## config.mk

```make
export PLATFORM = sky130hd
export DESIGN_NAME = blk_wprot_unit
export DESIGN_NICKNAME = d
export VERILOG_FILES = /design/src/rtl/wlock_pkg.sv /design/src/rtl/wlock_region_guard.sv /design/src/rtl/wlock_volatile.sv /design/src/rtl/wlock_nv_store.sv /design/src/rtl/blk_wprot_unit.sv
export SDC_FILE = /design/constraint.sdc
export NUM_CORES = 1
export LEC_CHECK = 0
export ABC_AREA = 1
export BUFFER_PORTS_ARGS = -buffer_cell sky130_fd_sc_hd__buf_2
export CAP_MARGIN = 20
export CELL_PAD_IN_SITES_DETAIL_PLACEMENT = 1
export CELL_PAD_IN_SITES_GLOBAL_PLACEMENT = 1
export CORE_MARGIN = 2
export CORE_UTILIZATION = 25
export CTS_BUF_LIST = sky130_fd_sc_hd__clkbuf_4 sky130_fd_sc_hd__clkbuf_8
export DETAILED_ROUTE_END_ITERATION = 10
export GPL_ROUTABILITY_DRIVEN = 0
export PLACE_DENSITY = 0.71
export SLEW_MARGIN = 40
export SYNTH_ARGS = -nofsm -noshare
export SYNTH_HDL_FRONTEND = slang
export SYNTH_SLANG_ARGS = --single-unit
```

## constraint.sdc

```tcl
create_clock -name clk -period 0.9 [get_ports clk]
set_input_delay 0.045 -clock clk [delete_from_list [all_inputs] [get_ports clk]]
set_output_delay 0.045 -clock clk [all_outputs]
set_load 0.005 [all_outputs]
```

## src/rtl/wlock_pkg.sv

```systemverilog
package wlock_pkg;

    typedef struct packed {
        logic       lock_en;
        logic [1:0] wdog;
        logic [1:0] blk;
    } nv_cfg_t;

    localparam nv_cfg_t CFG_FACTORY = '{lock_en: 1'b0, wdog: 2'b11, blk: 2'b00};

    typedef enum logic [1:0] {
        BLK_NONE    = 2'b00,
        BLK_QUARTER = 2'b01,
        BLK_HALF    = 2'b10,
        BLK_ALL     = 2'b11
    } blk_sel_e;

    // Fields a status write may change; bits 6, 1 and 0 of the byte are dropped.
    function automatic nv_cfg_t cfg_from_byte(input logic [7:0] d);
        nv_cfg_t c;
        c.lock_en = d[7];
        c.wdog    = d[5:4];
        c.blk     = d[3:2];
        return c;
    endfunction

    function automatic logic [7:0] pack_status(input nv_cfg_t c, input logic flg,
                                               input logic wel, input logic wip);
        return {c.lock_en, flg, c.wdog, c.blk, wel, wip};
    endfunction

endpackage

```

## src/rtl/wlock_region_guard.sv

```systemverilog
module wlock_region_guard
    import wlock_pkg::*;
#(
    parameter int ADDR_W = 12
) (
    input  logic [1:0]        blk,
    input  logic [ADDR_W-1:0] addr,
    output logic              locked
);
    localparam logic [ADDR_W:0] SPAN      = (ADDR_W+1)'(1) << ADDR_W;
    localparam logic [ADDR_W:0] HALF_BASE = SPAN >> 1;
    localparam logic [ADDR_W:0] QTR_BASE  = HALF_BASE + (SPAN >> 2);

    logic [ADDR_W:0] addr_x;
    assign addr_x = {1'b0, addr};

    always_comb begin
        unique case (blk_sel_e'(blk))
            BLK_NONE:    locked = 1'b0;
            BLK_QUARTER: locked = (addr_x >= QTR_BASE);
            BLK_HALF:    locked = (addr_x >= HALF_BASE);
            default:     locked = 1'b1;
        endcase
    end

    // the lowest address is never in a quarter or half region
    always_comb begin
        if (addr == '0 && blk != 2'b11)
            p_low_open_r3: assert (!locked);
    end

endmodule

```

## src/rtl/wlock_volatile.sv

```systemverilog
module wlock_volatile (
    input  logic clk,
    input  logic rst,
    input  logic wel_set,
    input  logic wel_clr,
    input  logic cycle_end,
    input  logic flag_set,
    input  logic flag_clr,
    output logic wel,
    output logic flg
);
    always_ff @(posedge clk) begin
        if (rst) begin
            wel <= 1'b0;
            flg <= 1'b0;
        end else begin
            if (wel_clr || cycle_end) wel <= 1'b0;
            else if (wel_set)         wel <= 1'b1;
            if (flag_clr)             flg <= 1'b0;
            else if (flag_set)        flg <= 1'b1;
        end
    end

    p_wel_clr_wins_r7: assert property (@(posedge clk) disable iff (rst)
        (wel_clr || cycle_end) |=> !wel);
    p_flag_clr_wins_r8: assert property (@(posedge clk) disable iff (rst)
        flag_clr |=> !flg);
    p_flag_set_r8: assert property (@(posedge clk) disable iff (rst)
        (flag_set && !flag_clr) |=> flg);

endmodule

```

## src/rtl/wlock_nv_store.sv

```systemverilog
module wlock_nv_store
    import wlock_pkg::*;
(
    input  logic       clk,
    input  logic       rst,
    input  logic       sts_grant,
    input  logic       arr_grant,
    input  logic [7:0] sts_data,
    input  logic       wr_done,
    output nv_cfg_t    cfg,
    output logic       wip,
    output logic       cycle_end
);
    nv_cfg_t pend_cfg;
    logic    pend_sts;

    assign cycle_end = wr_done && wip;

    always_ff @(posedge clk) begin
        if (rst) begin
            cfg      <= CFG_FACTORY;
            pend_cfg <= CFG_FACTORY;
            pend_sts <= 1'b0;
            wip      <= 1'b0;
        end else if (sts_grant) begin
            pend_cfg <= cfg_from_byte(sts_data);
            pend_sts <= 1'b1;
            wip      <= 1'b1;
        end else if (arr_grant) begin
            pend_sts <= 1'b0;
            wip      <= 1'b1;
        end else if (cycle_end) begin
            if (pend_sts) cfg <= pend_cfg;
            pend_sts <= 1'b0;
            wip      <= 1'b0;
        end
    end

    p_cfg_only_at_end_r5: assert property (@(posedge clk) disable iff (rst)
        !cycle_end |=> $stable(cfg));
    p_busy_after_grant_r9: assert property (@(posedge clk) disable iff (rst)
        (sts_grant || arr_grant) |=> wip);
    p_idle_after_end_r9: assert property (@(posedge clk) disable iff (rst)
        cycle_end |=> !wip);

endmodule

```

## src/rtl/blk_wprot_unit.sv

```systemverilog
module blk_wprot_unit
    import wlock_pkg::*;
#(
    parameter int ADDR_W = 12
) (
    input  logic              clk,
    input  logic              rst,
    input  logic              prot_pin_lvl,
    input  logic              arr_wr_req,
    input  logic [ADDR_W-1:0] arr_addr,
    input  logic              sts_wr_req,
    input  logic [7:0]        sts_wr_data,
    input  logic              wel_set,
    input  logic              wel_clr,
    input  logic              flag_set,
    input  logic              flag_clr,
    input  logic              wr_done,
    output logic [7:0]        status_byte,
    output logic              arr_wr_grant,
    output logic              sts_wr_grant
);
    nv_cfg_t cfg;
    logic    wip, wel, flg, cycle_end, region_locked, sts_locked;

    wlock_region_guard #(.ADDR_W(ADDR_W)) u_guard (
        .blk    (cfg.blk),
        .addr   (arr_addr),
        .locked (region_locked)
    );

    wlock_volatile u_vol (
        .clk       (clk),
        .rst       (rst),
        .wel_set   (wel_set),
        .wel_clr   (wel_clr),
        .cycle_end (cycle_end),
        .flag_set  (flag_set),
        .flag_clr  (flag_clr),
        .wel       (wel),
        .flg       (flg)
    );

    wlock_nv_store u_nv (
        .clk       (clk),
        .rst       (rst),
        .sts_grant (sts_wr_grant),
        .arr_grant (arr_wr_grant),
        .sts_data  (sts_wr_data),
        .wr_done   (wr_done),
        .cfg       (cfg),
        .wip       (wip),
        .cycle_end (cycle_end)
    );

    // Pin lock only counts when the stored lock enable is set.
    assign sts_locked   = cfg.lock_en && !prot_pin_lvl;
    assign sts_wr_grant = sts_wr_req && wel && !wip && !sts_locked;
    assign arr_wr_grant = arr_wr_req && !sts_wr_req && wel && !wip && !region_locked;
    assign status_byte  = pack_status(cfg, flg, wel, wip);

    p_need_latch_r2: assert property (@(posedge clk) disable iff (rst)
        (arr_wr_grant || sts_wr_grant) |-> status_byte[1]);
    p_pin_lock_r4: assert property (@(posedge clk) disable iff (rst)
        (status_byte[7] && !prot_pin_lvl) |-> !sts_wr_grant);
    p_all_blocked_r3: assert property (@(posedge clk) disable iff (rst)
        (status_byte[3:2] == 2'b11) |-> !arr_wr_grant);
    p_one_grant_r10: assert property (@(posedge clk) disable iff (rst)
        $onehot0({arr_wr_grant, sts_wr_grant}));
    p_busy_refuse_r9: assert property (@(posedge clk) disable iff (rst)
        status_byte[0] |-> !(arr_wr_grant || sts_wr_grant));

endmodule

```

## Word-level counts from Yosys, hierarchy flattened

Cells that the tools add are included.

| word-level totals | value |
|---|---|
| input bits | 30 |
| register bits after elaboration | 14 |
| word-level logic and storage cells | 42 |
| output and inout port bits | 10 |

| cells by class | value |
|---|---|
| bitwise gates (word level) | 2 |
| equality and inequality tests | 2 |
| $lt $le $gt $ge | 2 |
| reductions and logical operators | 20 |
| mux-type cells | 6 |

Operators with widths:

| operator | count |
|---|---|
| 12-bit >= comparator (second input constant) | 2 |
| 1-bit logical AND | 9 |
| 1-bit zero test | 5 |
| 1-bit two-way mux | 5 |
| 4-bit AND reduction | 1 |
| 2-bit OR reduction | 2 |
| 1-bit case mux with 3 select lines | 1 |
| 3-bit nonzero test | 1 |
| 2-bit by 1-bit equality test with 1-bit output (second input constant) | 1 |
| 2-bit equality test (second input constant) | 1 |
| 2-bit zero test | 1 |
| 1-bit NOT | 2 |
| 1-bit logical OR | 1 |

## Logic depth before layout (Yosys ltp)

| depth | value |
|---|---|
| depth after elaboration | 7 |
| gate-level depth with buffers | 7 |
| depth with buffers taken out | 7 |

## Cells and area by module

A second synthesis with hierarchy kept.

| second synthesis, totals | value |
|---|---|
| cell total of the unflattened synthesis | 87 |
| area, all modules | 623.1 um^2 |

By module, submodules not included:

| module | seq. area each (um^2) | area each (um^2) | cells an instance | instances |
|---|---|---|---|---|
| wlock_nv_store | 240.2 | 476.7 | 62 | 1 |
| wlock_volatile | 40.0 | 72.6 | 10 | 1 |
| blk_wprot_unit | 0.0 | 60.1 | 12 | 1 |
| wlock_region_guard | 0.0 | 13.8 | 3 | 1 |

## Worst setup path before layout

No wires, ideal clock.

| timing path | value |
|---|---|
| path kind | register to register |
| from | register, netlist name u_nv.cfg[4] |
| to | register u_nv.wip |
| buffers on the path | 0 |
| clock period less this slack | 0.998 ns |
| library setup time | 0.116 ns |
| cell stages (with the launch flop) | 7 |
| required time | 0.784 ns |
| data arrival time | 0.881 ns |
| slack | -0.098 ns |
| cell sequence | dfxtp_1 -> inv_1 -> or2_4 -> nand2_4 -> inv_6 -> nor2_4 -> a21oi_2 |

| between the ends | value |
|---|---|
| longest elaborated chain between the ends | 4 |
| elaborated cells on any way between the ends | 5 |
| those cells by class | mux (1); reduce/logical (4) |

RTL lines:

| element | RTL line | text |
|---|---|---|
| 1-bit logical AND * | blk_wprot_unit.sv:56 | `assign sts_locked = cfg.lock_en && !prot_pin_lvl;` |
| 1-bit zero test * | blk_wprot_unit.sv:57 | `assign sts_wr_grant = sts_wr_req && wel && !wip && !sts_locked;` |
| 1-bit logical AND * | blk_wprot_unit.sv:57 |  |
| via sts_wr_grant | blk_wprot_unit.sv:20 | `output logic sts_wr_grant` |
| 3-bit nonzero test (no source line) or 1-bit two-way mux (tied branches) | -- |  |
| end signal: assignment | wlock_nv_store.sv:28 | `wip <= 1'b1;` |
| end signal: assignment | wlock_nv_store.sv:31 | `wip <= 1'b1;` |
| end signal: assignment | wlock_nv_store.sv:35 | `wip <= 1'b0;` |
| end: declaration | wlock_nv_store.sv:11 | `output logic wip,` |

Mark *: on every way through the listed nets, which the timed path passes. The rest lies on a longest branch.
A chain may end at the register's enable or synchronous reset.

## Worst setup path in the final report

| timing path | value |
|---|---|
| from | register, netlist name u_nv.cfg[4] |
| to | output sts_wr_grant |

| between the ends | value |
|---|---|
| longest elaborated chain between the ends | 3 |

RTL lines:

| element | RTL line |
|---|---|
| 1-bit logical AND | blk_wprot_unit.sv:56 |
| 1-bit zero test | blk_wprot_unit.sv:57 |
| 1-bit logical AND | blk_wprot_unit.sv:57 |
| end: declaration | blk_wprot_unit.sv:20 |

No other way between the ends.

==> results by group <==
Outcome
  – Outcome: finished with violations
  – Failing checks: setup timing

Timing
  – Final worst slack: -239 ps
  – Worst Clk Skew: 5.84 ps
  – Worst-Margin Slew: 417 ps
  – Final hold violation count: 0
  – Pins Over Slew Limit: 0
  – Unrepaired setup endpoints after global routing: true
  – Endpoints failing setup: 16
  – Final Cycle Share: 127%
  – Period minus WS final: approximately 1100 ps
  – Max Freq: 0.878 GHz
  – Relative slew margins: 72.0%

Drt
  – DR pass1 iterations: 2
  – DR WL/cell: between 10 and 15 um
  – DR DRC count: 0
  – Routed wire length: 1.94 mm
  – Drt initial violations: 2
  – Post-route ant nets: 0
  – Vias: 660
  – Via density: ~4.5

Setup path
  – Critical path capture point type: output pin
  – Worst Path Arrival: 1090 ps
  – Startpoint Class: flip-flop
  – Worst path required time: 850 ps
  – Critical path class: flip-flop to output pin
  – Crit-path max FO: 2

Placed design
  – Dpl ws: -119 ps
  – PortBufs: 26
  – HPWL after DPL: 1.16 mm
  – DP Area: around 770 um^2
  – Placed cell count: 131

Layout
  – Ant diodes: 0
  – Share of layout cells above drive strength 1: 63.6%
  – Final Core Density: 44.8%
  – Register area: ~290 um^2
  – P&R area growth vs syn: 67.4%
  – Most frequent cells in the layout: 23 x buf_2, 12 x nand2_1, 10 x dfxtp_1
  – Multi-input gate area in the final layout: 342 um^2
  – Post-route design area: 1010 um^2
  – Fillers: 296
  – Final non-filler cell total: 146
  – Nets: 150
  – Leading cell type in the layout, fill and taps excluded: buf_2

Global route
  – Pin count of the biggest net entering global routing: 11
  – Vias in the first global route: 705
  – GRT Util Overall: 15.1%
  – First-pass GRT wire length: between 2 and 3 mm
  – Grt total ovfl: 0
  – Initial antenna violation count: 0

Floorplan
  – Core Region: roughly 2300 um^2
  – Std cell rows: 17
  – Die W: between 50 and 60 um
  – Ports: 40
  – Die area: 2820 um^2
  – Die H: 53.1 um
  – Starting Density: approximately a quarter

Clocking
  – H-tree Lvls: 1
  – Sink Count: 14
  – CTS root buffer: clkbuf_4
  – Clk_lat worst skew: roughly 270 ps
  – Clk pin slew, worst setup/hold paths: 70 ps
  – Clock Tree Buf Depth: 2
  – Num CTS Buffers: 3
  – CTS tree: yes

Job
  – Max Cap Viol: 0

Power
  – Switching Fraction: between 20% and 30%
  – Comb power frac: between 10% and 20%
  – Net switching component of the power: 294 uW
  – Internal Power: 895 uW
  – Pwr dens: about 1200 nW/um^2
  – Worst vdd ir: 0.461 mV
  – Sequential share of power: between 50% and 60%
  – Clock Power Share: between 20% and 30%
  – Pleak: about 0.49 nW

Synth
  – Sequential area share after synthesis: 46.5%
  – Main area contributors after synthesis: dfxtp_1 46%, nand2_1 10%, nor2_1 4.4%
  – Post-synth top area share: 46.5%
  – Post-synth net total: 107
  – Ys Warns: 0
  – Cell taking the most area after synthesis: dfxtp_1
  – Cell variety after synth: 19
  – Register bit total from synthesis: 14
  – Cells after Synth: 77
  – Synthesized cell area: 603 um^2
  – Avg Synthesized Cell Area: 7.83 um^2

Hold path
  – Worst hold path type: input pin to flip-flop
==> cell usage after synthesis, drive strengths merged <==
cell type and number:
nand3 5, clkinv 1, inv 8, nor3 2, buf 3, dfxtp 14, a21oi 5, nand2 21
or2 1, nor2 12, o21ai 5
==> cell families after synthesis <==
kind of cell	count (synthesis)	share of synthesized area [%]
AO/OA/AOI/OAI	10	8.92
buffers and inverters	12	10.2
flip-flops	14	46.5
AND/OR/NAND/NOR	41	34.4
==> routing by layer <==
layer  GRT usage [%]  vias up  part of all wire, %
li1                -      320                    -
met1            14.8      322                   38
met2            29.6       16                   57
met3            1.13        2                  4.1
met4            10.3        0                  1.4
met5               0        -                    0
==> flip-flops by register name, summed over array words and instances, names as in the netlist <==
register / flops
u_nv.cfg: 5
u_nv.pend_cfg: 5
u_nv.pend_sts: 1
u_nv.wip: 1
u_vol.flg: 1
u_vol.wel: 1
==> power groups by stage <==
stage	Sequential [mW]	Combinational (mW)	Clock (mW)
6_report	0.652	0.197	0.340
5_1_grt	0.655	0.216	0.397
4_1_cts	0.650	0.174	0.357
3_5_place_dp	0.662	0.128	0
3_3_place_gp	0.661	0.124	0
2_1_floorplan	0.661	0.0696	0
==> critical path: stages (launching register included) <==
cell     delay, ps
dfxtp_2        330
inv_2           40
or2_4          250
nand2_8         80
inv_8           30
buf_6          100
==> layout make-up <==
cell class              count  share of cell area, %
multi-input cells          51                   33.8
flip-flops and latches     14                   28.3
repair buffers             41                   27.9
inverters                   9                   4.34
well taps                  28                   3.47
clock buffers               3                   2.23
==> worst paths after layout <==
kind | from | end | slack (ps) | depth (start not counted)
worst min register to register | u_nv.pend_cfg[2] | u_nv.cfg[2] | 470 | 2
worst max-delay path | u_nv.cfg[4] | sts_wr_grant | -240 | 5
worst max register to register | u_nv.cfg[4] | u_nv.pend_cfg[3] | -230 | 7
worst min-delay path | sts_wr_data[7] | u_nv.pend_cfg[4] | 10 | 3
==> timing repair <==
action	CTS	global route
pin swaps	3	4
setup buffers	4	3
setup endpoints to repair	14	16
hold buffers	5	0
hold endpoints to repair	6	0
resized for setup	20	14
==> per-stage QoR <==
step | power [mW] | hold slack [ps] | setup TNS, ps
2_1_floorplan | 0.730 | 107 | -350
3_3_place_gp | 0.786 | 211 | -702
3_5_place_dp | 0.790 | 216 | -1070
4_1_cts | 1.18 | 10.5 | -2300
5_1_grt | 1.27 | 19.7 | -3730
6_report | 1.19 | 13.8 | -2900
No activity file was read; power rests on OpenSTA's default activity.
